`config.mk`:
```
export PLATFORM = sky130hd
export DESIGN_NAME = tx_lowater_fifo
export DESIGN_NICKNAME = d
export VERILOG_FILES = /design/src/rtl/tlw_pkg.sv /design/src/rtl/tlw_cfg.sv /design/src/rtl/tlw_store.sv /design/src/rtl/tlw_level.sv /design/src/rtl/tx_lowater_fifo.sv
export SDC_FILE = /design/constraint.sdc
export NUM_CORES = 1
export LEC_CHECK = 0
export ABC_AREA = 1
export BUFFER_PORTS_ARGS = -buffer_cell sky130_fd_sc_hd__buf_2
export CORE_ASPECT_RATIO = 1.2
export CORE_UTILIZATION = 62
export CTS_CLUSTER_SIZE = 14
export DETAILED_ROUTE_END_ITERATION = 7
export MAX_ROUTING_LAYER = met4
export PLACE_DENSITY = 0.76
export SYNTH_ARGS = -nofsm -noshare
export SYNTH_HDL_FRONTEND = slang
export SYNTH_HIERARCHICAL = 1
export SYNTH_SLANG_ARGS = --single-unit
```
`constraint.sdc`:
```
create_clock -name clk -period 3 [get_ports clk]
set_input_delay 0.75 -clock clk [delete_from_list [all_inputs] [get_ports clk]]
set_output_delay 0.75 -clock clk [all_outputs]
set_load 0.01 [all_outputs]
```
`src/rtl/tlw_pkg.sv`:
```
package tlw_pkg;

   localparam int unsigned TLW_RESET_THR = 2;

   function automatic bit tlw_is_pow2(input int unsigned v);
      return (v != 0) && ((v & (v - 1)) == 0);
   endfunction

endpackage

```
`src/rtl/tlw_cfg.sv`:
```
module tlw_cfg #(
   parameter int unsigned CNT_W   = 6,
   parameter int unsigned RST_THR = 2
) (
   input  logic             clk,
   input  logic             rst_n,
   input  logic             cfg_we,
   input  logic [CNT_W-1:0] cfg_thr,
   input  logic             cfg_ien,
   output logic [CNT_W-1:0] thr_q,
   output logic             ien_q
);

   always_ff @(posedge clk or negedge rst_n) begin
      if (!rst_n) begin
         thr_q <= CNT_W'(RST_THR);
         ien_q <= 1'b0;
      end else if (cfg_we) begin
         thr_q <= cfg_thr;
         ien_q <= cfg_ien;
      end
   end

endmodule

```
`src/rtl/tlw_store.sv`:
```
module tlw_store #(
   parameter int unsigned DATA_W = 8,
   parameter int unsigned DEPTH  = 32,
   parameter int unsigned PTR_W  = 5
) (
   input  logic              clk,
   input  logic              rst_n,
   input  logic              push,
   input  logic              pop,
   input  logic [DATA_W-1:0] din,
   output logic [DATA_W-1:0] dout
);

   logic [DATA_W-1:0] mem [DEPTH];
   logic [PTR_W-1:0]  wp, rp, wp_nx, rp_nx;

   generate
      if (tlw_pkg::tlw_is_pow2(DEPTH)) begin : g_wrap_nat
         assign wp_nx = wp + 1'b1;
         assign rp_nx = rp + 1'b1;
      end else begin : g_wrap_cmp
         assign wp_nx = (wp == PTR_W'(DEPTH - 1)) ? '0 : wp + 1'b1;
         assign rp_nx = (rp == PTR_W'(DEPTH - 1)) ? '0 : rp + 1'b1;
      end
   endgenerate

   always_ff @(posedge clk or negedge rst_n) begin
      if (!rst_n) begin
         wp <= '0;
         rp <= '0;
      end else begin
         if (push) wp <= wp_nx;
         if (pop)  rp <= rp_nx;
      end
   end

   always_ff @(posedge clk) begin
      if (push) mem[wp] <= din;
   end

   assign dout = mem[rp];

endmodule

```
`src/rtl/tlw_level.sv`:
```
module tlw_level #(
   parameter int unsigned DEPTH = 32,
   parameter int unsigned CNT_W = 6
) (
   input  logic             clk,
   input  logic             rst_n,
   input  logic             wr_req,
   input  logic             rd_req,
   input  logic             ovf_clr,
   output logic             push,
   output logic             pop,
   output logic [CNT_W-1:0] fill,
   output logic             ovf_q
);

   logic full, has_data, ovf_evt;

   assign full     = (fill == CNT_W'(DEPTH));
   assign has_data = (fill != '0);
   assign push     = wr_req & ~full;
   assign pop      = rd_req & has_data;
   assign ovf_evt  = wr_req & full;

   always_ff @(posedge clk or negedge rst_n) begin
      if (!rst_n) begin
         fill <= '0;
      end else begin
         case ({push, pop})
            2'b10:   fill <= fill + 1'b1;
            2'b01:   fill <= fill - 1'b1;
            default: fill <= fill;
         endcase
      end
   end

   always_ff @(posedge clk or negedge rst_n) begin
      if (!rst_n)       ovf_q <= 1'b0;
      else if (ovf_evt) ovf_q <= 1'b1;
      else if (ovf_clr) ovf_q <= 1'b0;
   end

endmodule

```
`src/rtl/tx_lowater_fifo.sv`:
```
module tx_lowater_fifo #(
   parameter int unsigned DATA_W = 8,
   parameter int unsigned DEPTH  = 32,
   parameter int unsigned CNT_W  = $clog2(DEPTH + 1)
) (
   input  logic              clk,
   input  logic              rst_n,
   input  logic              wr_valid,
   input  logic [DATA_W-1:0] wr_data,
   input  logic              cfg_we,
   input  logic [CNT_W-1:0]  cfg_thr,
   input  logic              cfg_ien,
   input  logic              ovf_clr,
   input  logic              ser_pop,
   input  logic              ser_busy,
   output logic [DATA_W-1:0] ser_data,
   output logic              ser_avail,
   output logic              tx_ready,
   output logic              tx_empty,
   output logic              irq,
   output logic              ovf_sticky
);

   localparam int unsigned PTR_W = (DEPTH > 1) ? $clog2(DEPTH) : 1;

   generate
      if (DEPTH < 2) begin : g_bad_depth
         $error("tx_lowater_fifo: DEPTH must be at least 2");
      end
      if (DATA_W < 1) begin : g_bad_width
         $error("tx_lowater_fifo: DATA_W must be positive");
      end
      if (CNT_W < $clog2(DEPTH + 1)) begin : g_bad_cnt
         $error("tx_lowater_fifo: CNT_W too narrow for DEPTH");
      end
   endgenerate

   logic [CNT_W-1:0] thr_q, fill;
   logic             ien_q, push, pop;

   tlw_cfg #(.CNT_W(CNT_W), .RST_THR(tlw_pkg::TLW_RESET_THR)) u_cfg (
      .clk(clk), .rst_n(rst_n), .cfg_we(cfg_we), .cfg_thr(cfg_thr),
      .cfg_ien(cfg_ien), .thr_q(thr_q), .ien_q(ien_q)
   );

   tlw_level #(.DEPTH(DEPTH), .CNT_W(CNT_W)) u_level (
      .clk(clk), .rst_n(rst_n), .wr_req(wr_valid), .rd_req(ser_pop),
      .ovf_clr(ovf_clr), .push(push), .pop(pop), .fill(fill),
      .ovf_q(ovf_sticky)
   );

   tlw_store #(.DATA_W(DATA_W), .DEPTH(DEPTH), .PTR_W(PTR_W)) u_store (
      .clk(clk), .rst_n(rst_n), .push(push), .pop(pop),
      .din(wr_data), .dout(ser_data)
   );

   assign ser_avail = (fill != '0);
   assign tx_ready  = (fill <= thr_q);
   assign irq       = tx_ready & ien_q;
   assign tx_empty  = ~ser_avail & ~ser_busy;

endmodule

```
## Word level (Yosys, flattened, before mapping)

Memories as Yosys holds them, arrays and structs flattened.
Index checks and enable logic that the tools add are counted.

- Add/subtract/negate cells: 4
- Bitwise gates (word level): 8
- Order comparisons: 1
- Equal/unequal tests: 3
- Reductions and logical operators: 3
- Mux-type cells: 5

Operators by type and width:

| kind | number |
|---|---|
| one-hot mux 6 bit (2 select lines) | 1 |
| adder 5 x 1 -> 5 bit (second input constant) | 2 |
| adder 6 x 1 -> 6 bit (second input constant) | 1 |
| == test 6 bit (second input constant) | 1 |
| less-or-equal comparator 6 bit | 1 |
| nonzero test 6 bit | 1 |
| subtractor 6 x 1 -> 6 bit (second input constant) | 1 |
| bitwise AND 1 bit | 5 |
| two-way mux 1 bit | 4 |
| nonzero test 2 bit | 2 |
| NOT 1 bit | 3 |
| == test 2 x 1 -> 1 bit (second input constant) | 1 |
| == test 2 bit (second input constant) | 1 |

- Word-level logic and storage cells: 31
- Memories: 1
- Flip-flop bits (word level): 24
- Bits in writable memories: 256

Memories:

| name | words | bits a word | read ports | clocked after Yosys merged registers in | wr ports | RTL line | RTL |
|---|---|---|---|---|---|---|---|
| u_store.mem | 32 | 8 | 1 | 0 | 1 | tlw_store.sv:14 | `logic [DATA_W-1:0] mem [DEPTH];` |

## Logic depth before layout (Yosys ltp)

Gate-level depths: netlist (run 1).

- Depth in word-level cells: 5
- Gate-level depth with buffers: 14
- Mapped depth without buffers: 14

## Modules after synthesis

Netlist (run 1), hierarchy kept.

By module, submodules not included:

| module | instances | cells an instance | area each (sq um) |
|---|---|---|---|
| tlw_store | 1 | 1075 | 11359.6 |
| tlw_level | 1 | 68 | 514.2 |
| tlw_cfg | 1 | 30 | 270.3 |
| tx_lowater_fifo | 1 | 36 | 220.2 |

## Least setup slack after synthesis (run 1)

OpenSTA, ideal clock, no wires.

- Path kind: input to register
- Start point: in wr_valid
- End point: mem u_store.mem[7][0] (enable)
- Cell stages on the path: 7
- Path slack: 0.582 ns
- Data required time: 2.617 ns
- Arrival time: 2.035 ns
- Buffers on the path: 1
- Cells stage by stage: inv_1 > nor2_1 > buf_2 > nand2_1 > nor2_1 > inv_1 > nor3_1

- Longest elaborated chain between the ends: 3

Ends and longest elaborated chain:

| what | RTL line | RTL |
|---|---|---|
| from (decl) | tx_lowater_fifo.sv:8 | `input logic wr_valid,` |
| bitwise AND 1 bit | tlw_level.sv:20 | `assign push = wr_req & ~full;` |
| via push | tx_lowater_fifo.sv:39 | `logic ien_q, push, pop;` |
| two-way mux 1 bit | tlw_store.sv:38 | `if (push) mem[wp] <= din;` |
| two-way mux 1 bit (not written as such) | tlw_store.sv:38 |  |
| to (decl) | tlw_store.sv:14 |  |

The timed path passes the listed nets, and every way through them passes these cells.

## Final worst setup path (run 1)

- Start point: reg u_store.rp[0]
- End point: out ser_data[5]

- Longest elaborated chain between the ends: 1

Ends and longest elaborated chain:

| what | RTL line | RTL |
|---|---|---|
| from (decl) | tlw_store.sv:15 | `logic [PTR_W-1:0] wp, rp, wp_nx, rp_nx;` |
| from (signal assigned) | tlw_store.sv:33 | `if (pop) rp <= rp_nx;` |
| memory (32 x 8 bit) | n/a |  |
| to (decl) | tx_lowater_fifo.sv:16 | `output logic [DATA_W-1:0] ser_data,` |

Every way passes these cells.

==> results of run 1 <==
[metal layers]
| metal | routed length [µm] | global-route usage [%] | share of wire (%) |
|---|---|---|---|
| met1 | 12200 | 41.6 | 35 |
| met2 | 16700 | 49.4 | 48 |
| met3 | 3960 | 4.58 | 11 |
| met4 | 2140 | 12.3 | 6.1 |
| met5 | 0 | - | 0 |
[registers in the layout, summed over array words and instances, names as in the netlist]
signal and count:
u_cfg/ien_q 1, u_store/rp 5, u_level/fill 6, u_store/mem 256, u_store/wp 5, u_cfg/thr_q 6
u_level/ovf_q 1
[kinds of logic after synthesis]
kind of cell | Yosys count | share of synthesized area (%)
buffers and inverters | 223 | 7.26
AOI/OAI and AO/OA | 40 | 1.85
adders and majority gates | 17 | 1.78
and+or+nand+nor | 641 | 21.5
DFF | 280 | 67.0
xor gates and xnor gates | 8 | 0.567
[repair_timing]
item | CTS | global route
gates cloned | 4 | 21
setup buffers | 6 | 7
setup endpoints to repair | 8 | 8
hold buffers | 0 | 0
resized for setup | 15 | 128
pin swaps | 1 | 73
[synthesized netlist by cell type (all sizes together) (2+ instances only)]
cell type | number | area, µm²
a21oi | 22 | 114
o211ai | 9 | 67.6
nand4 | 3 | 18.8
xor2 | 6 | 52.6
clkbuf | 8 | 30.0
xnor2 | 2 | 17.5
nand3 | 165 | 841
dfrtp | 23 | 576
nand2 | 412 | 1550
nor3 | 3 | 20.0
inv | 170 | 638
o21ai | 7 | 35.0
buf | 44 | 225
nor2 | 57 | 221
edfxtp | 256 | 7690
ha | 16 | 200
[worst max-delay path, stage by stage, from the launching register on]
cell and delay [ps]:
dfrtp_4 500, buf_12 160, inv_6 120, buf_16 160, nand2_1 70, nand2_1 110
nand2_1 90, a21oi_2 210, nor2_1 80, nand2_1 70, nand2_2 60, inv_1 50
buf_2 130
[stage by stage]
| stage | setup TNS [ps] | area, µm² |
|---|---|---|
| floorplan | 0 | 12400 |
| global placement | 0 | 13000 |
| detailed placement | 0 | 13000 |
| CTS | -7.68 | 14100 |
| global route | -906 | 15000 |
| finish | -566 | 15000 |
[power groups by stage]
stage / Clock (W) / Sequential, W / Combinational, W
finish: 0.00328 / 0.00487 / 0.00681
detailed placement: 0 / 0.00492 / 0.00436
floorplan: 0 / 0.00480 / 0.00308
global placement: 0 / 0.00491 / 0.00428
global route: 0.00343 / 0.00489 / 0.00712
CTS: 0.00326 / 0.00487 / 0.00487
[layout make-up]
cell class | count | area, µm²
tap | 261 | 327
clock buffer | 34 | 702
multi-input combinational | 706 | 3640
clock inverter | 12 | 130
timing repair inverter | 2 | 17.5
sequential | 280 | 8300
timing repair buffer | 110 | 1240
fill | 1141 | 4530
inverter | 171 | 664
[placed cells by master (no fill, tap or decap), types with 8 or more instances in the layout]
cell / instances
nand2_1: 372
edfxtp_1: 256
inv_1: 162
nand3_1: 114
nand3_2: 49
nor2_1: 46
buf_4: 41
clkbuf_16: 40
nand2_2: 37
buf_2: 31
dfrtp_1: 20
ha_1: 16
a21oi_2: 12
buf_6: 10
o211ai_1: 9
a21oi_1: 8
nor2_2: 8
[path summary, 6_finish.rpt]
check,end,start,cells after the start
hold reg to reg,u_cfg/thr_q[2]$_DFFE_PN0P_,u_cfg/thr_q[2]$_DFFE_PN0P_,2
setup / recovery,ser_data[5],u_store/rp[0]$_DFFE_PN0P_,12
max in group asynchronous,u_store/rp[0]$_DFFE_PN0P_,rst_n,1
setup reg to reg,u_level/fill[4]$_DFFE_PN0P_,u_level/fill[0]$_DFFE_PN0P_,14
hold / removal,u_cfg/thr_q[3]$_DFFE_PN0P_,rst_n,1
min in group clk,u_level/ovf_q$_DFFE_PN0P_,ovf_clr,2
==> results.py, run 1 <==
metrics = {
    "global_route": {
        "grt_pass1_vias": 8467,
        "grt.total_usage_pct": 31.5,
        "grt_pass1_wl_um": 46100,
        "antenna_found_initial": 0,
        "grt_max_degree": 67,
        "overflow": 0,
    },
    "power_and_ir_drop": {
        "p_total_w": 0.0150,
        "power.switching_w": 0.00593,
        "vdd_ir_drop_max_uv": 601,
        "pwr-share-comb_pct": 45.5,
        "p_int_w": 0.00902,
        "clockPowerShare_pct": 21.9,
        "powerDensity_nw_per_um2": 996,
        "switching_share_pct": 39.7,
        "leakage_nw": 6.38,
        "pwr-share-seq_pct": 32.5,
    },
    "cells_and_area": {
        "final_nets": 1336,
        "stdcell_count": 1576,
        "syn2layout_area_growth_pct": 21.5,
        "diodes": 0,
        "drive_gt1_share_pct": 21.1,
        "final_util_pct": 76.8,
    },
    "critical_path": {
        "critPathMaxFanout": 16,
        "worstPathArrival_ps": 2370,
        "start_kind": "flop",
        "crit_type": "reg2out",
        "endpoint_kind": "output pin",
        "worstPathRequired_ps": 2250,
        "r2r_setup_slack_ps": 520,
    },
    "yosys": {
        "synth_edf_count": 256,
        "syn_area_um2": 12400,
        "netlist_instances": 1209,
        "yosys_register_bits": 280,
        "ys_warn_count": 6,
        "ys_types": 31,
        "syn_avg_cell_area_um2": 10.2,
        "synthFlopType": "edfxtp_1",
        "async_flop_share_pct": 8.57,
        "synth_nets": 1248,
        "synth_seq_area_share_pct": 67.0,
    },
    "drt": {
        "totalWireLength_um": 34900,
        "dr.pass1.iters": 8,
        "vias": 9525,
        "drtIter0Drc": 1591,
        "via_per_inst": 6.04,
        "postRouteAntennaNets": 0,
        "wl_per_cell_um": 22.2,
        "post-route-drc-count": 1,
    },
    "sta": {
        "period_share_pct": 104,
        "fmax_ghz": 0.320,
        "tightest_slew_ps": 831,
        "fin_skew_ps": 21.2,
        "setup_slack_ps": -121,
        "relSlewSlack_pct": 44.6,
        "setup_violations": 8,
        "finalHoldViolations": 0,
        "grt_setup_unrepaired": "true",
        "min_period_ps": 3120,
        "whs_ps": 224,
        "finalMaxSlewViolations": 0,
    },
    "placement": {
        "place_inst": 1493,
        "dpl.hpwl_um": 16800,
        "routabilityCongestion": 0.829,
        "place_ws_ps": 372,
        "port_buffers": 34,
    },
    "run_status": {
        "violations": "DRC, setup timing",
        "status": "finished with violations",
    },
    "cts": {
        "cts_made_buffers": 26,
        "clock_latency_ps": 540,
        "clk_path_buf_depth": 3,
        "htreeDepth": 1,
        "numClockSinks": 280,
        "cts_tree": "done",
        "cts_root_buf": "clkbuf_16",
        "cts.clk_slew.worst_paths_ps": 60,
    },
    "die": {
        "core_area_um2": 19500,
        "dieArea_um2": 20500,
        "ioPinCount": 35,
        "rows": 56,
        "start_util_pct": 63.2,
        "die-height_um": 157,
        "die_w_um": 131,
    },
    "hold_path": {
        "hold_path.class": "in2async",
    },
    "run": {
        "maxCapViolCount": 0,
    },
}
(Power assumes the default switching activity.)
==> run 2: changes to the inputs <==
Settings changed: REMOVE_ABC_BUFFERS set to 1.
==> results.py, run 2 (synthesized netlist as in run 1, its figures left out) <==
metrics = {
    "sta": {
        "fin_skew_ps": 17.0,
        "finalHoldViolations": 0,
        "relSlewSlack_pct": 46.3,
        "tightest_slew_ps": 803,
        "fmax_ghz": 0.329,
        "period_share_pct": 101,
        "setup_violations": 3,
        "grt_setup_unrepaired": "true",
        "min_period_ps": 3040,
        "finalMaxSlewViolations": 0,
        "setup_slack_ps": -43.1,
    },
    "die": {
        "die_w_um": 131,
        "start_util_pct": 63.2,
        "die-height_um": 157,
        "core_area_um2": 19500,
        "dieArea_um2": 20500,
        "rows": 56,
        "ioPinCount": 35,
    },
    "critical_path": {
        "crit_start": "u_store/rp[0]$_DFFE_PN0P_",
        "endpoint_kind": "output pin",
        "r2r-start": "u_level/fill[0]$_DFFE_PN0P_",
        "rr_endpoint": "u_level/fill[4]$_DFFE_PN0P_",
        "cp.buffers_inverters": 4,
        "cp_slowest_cell": "dfrtp_4",
        "path_cells": "clkinv_8, clkbuf_16, nand2_1, nand3_1, nand3_1, nand2_1, nor2_1, nand2_1, nand2_1, inv_1, buf_2",
        "start_kind": "flop",
        "r2r_setup_slack_ps": 550,
        "crit_type": "reg2out",
        "slowest_delay_ps": 540,
        "worstPathRequired_ps": 2250,
        "critPathMostFrequentCell": "nand2_1",
        "reg2reg_depth": 12,
        "worstPathArrival_ps": 2290,
        "crit_family": "simple AND/OR/NAND/NOR gates",
        "critPathMaxFanout": 10,
    },
    "cells_and_area": {
        "diodes": 0,
        "top_regs": "u_store/mem x256, u_cfg/thr_q x6, u_level/fill x6",
        "largest_reg_flops": 256,
        "drive_gt1_share_pct": 13.0,
        "final_util_pct": 72.5,
        "final_common_cell": "nand2_1",
        "layout_common_cells": "nand2_1 (398), edfxtp_1 (256), inv_1 (165), nand3_1 (156), nor2_1 (49)",
        "stdcell_count": 1552,
        "syn2layout_area_growth_pct": 14.6,
        "final_nets": 1312,
        "design_area_um2": 14200,
        "largest_register": "u_store/mem",
    },
    "global_route": {
        "grt_max_degree": 82,
        "grt_pass1_vias": 8175,
        "busiest_layer": "met2",
        "overflow": 0,
        "antenna_found_initial": 0,
        "met1_usage_pct": 40.8,
        "met2_usage_pct": 49.5,
        "met3_usage_pct": 3.66,
        "grt.total_usage_pct": 30.5,
        "grt_pass1_wl_um": 44500,
    },
    "power_and_ir_drop": {
        "leakage_nw": 6.04,
        "vdd_ir_drop_max_uv": 562,
        "powerDensity_nw_per_um2": 936,
    },
    "drt": {
        "via_per_inst": 5.62,
        "wl_per_cell_um": 19.2,
        "dr.pass1.iters": 5,
        "totalWireLength_um": 29800,
        "post-route-drc-count": 0,
        "vias": 8728,
        "drtIter0Drc": 1076,
        "postRouteAntennaNets": 0,
    },
    "placement": {
        "place_inst": 1497,
        "routabilityCongestion": 0.904,
        "dpl.hpwl_um": 16800,
        "port_buffers": 34,
        "placed_area_um2": 13000,
    },
    "run": {
        "maxCapViolCount": 0,
    },
    "cts": {
        "numClockSinks": 280,
        "clock_latency_ps": 520,
        "cts_made_buffers": 26,
        "htreeDepth": 1,
        "cts.clk_slew.worst_paths_ps": 60,
        "hold_buffers": 0,
        "cts_root_buf": "clkbuf_16",
        "cts_tree": "done",
        "clk_path_buf_depth": 3,
    },
    "hold_path": {
        "hold_path.class": "in2async",
    },
    "run_status": {
        "status": "finished with violations",
        "violations": "setup timing",
    },
}
-- run 2: changes by cell type in the layout (fill, tap and decap cells not counted), sizes merged --
cell | previous run | this run
buf | 97 | 84
clkbuf | 47 | 35
clkinv | 10 | 14
inv | 170 | 168
bufbuf | 0 | 1
bufinv | 3 | 2
clkinvlp | 2 | 1
-- run 2: final cells by class --
cell class	count	area [µm²]
repair buffers	88	807
clock inverters	14	111
well taps	261	327
fillers	1346	5380
clock buffers	32	694
flip-flops and latches	280	8290
multi-input cells	706	3270
inverters	171	663
-- run 2: how the worst max path moves through the flow --
| stage | end | depth (start not counted) | slack (ps) |
|---|---|---|---|
| floorplan | ser_data[0] | 9 | -2270 |
| global placement | ser_data[6] | 10 | 320 |
| detailed placement | ser_data[6] | 10 | 330 |
| CTS | ser_data[6] | 10 | 2 |
| global route | ser_data[2] | 11 | -120 |
| finish | ser_data[6] | 11 | -40 |
-- run 2: layer usage --
metal  wire length [µm]  vias to the layer above
met2              14900                      506
met3               3080                       63
met4                760                        0
met1              11100                     4094
met5                  0                        -
li1                   -                     4065
-- run 2: what timing repair did --
action | CTS | global route
buffers inserted | 2 | 0
pin swaps | 0 | 4
endpoints found under the setup margin | 8 | 8
cloned | 3 | 4
resized for setup | 11 | 31
-- run 2: report_power, final --
| group | internal (W) | leakage [nW] | switching, W |
|---|---|---|---|
| logic | 0.00180 | 3.05 | 0.00345 |
| clock network | 0.00180 | 0.397 | 0.00135 |
| registers | 0.00460 | 2.59 | 0.000259 |
| total | 0.00820 | 6.04 | 0.00507 |
-- run 2: per-stage QoR --
stage          worst slack [ps]  setup TNS (ps)  hold WS (ps)  power [W]
2_1_floorplan             -2270          -18490           442    0.00774
3_3_place_gp                322               0           458    0.00934
3_5_place_dp                335               0           458    0.00943
4_1_cts                    2.48               0           228     0.0129
5_1_grt                    -123            -570           265     0.0139
6_report                  -43.1           -70.9           223     0.0133
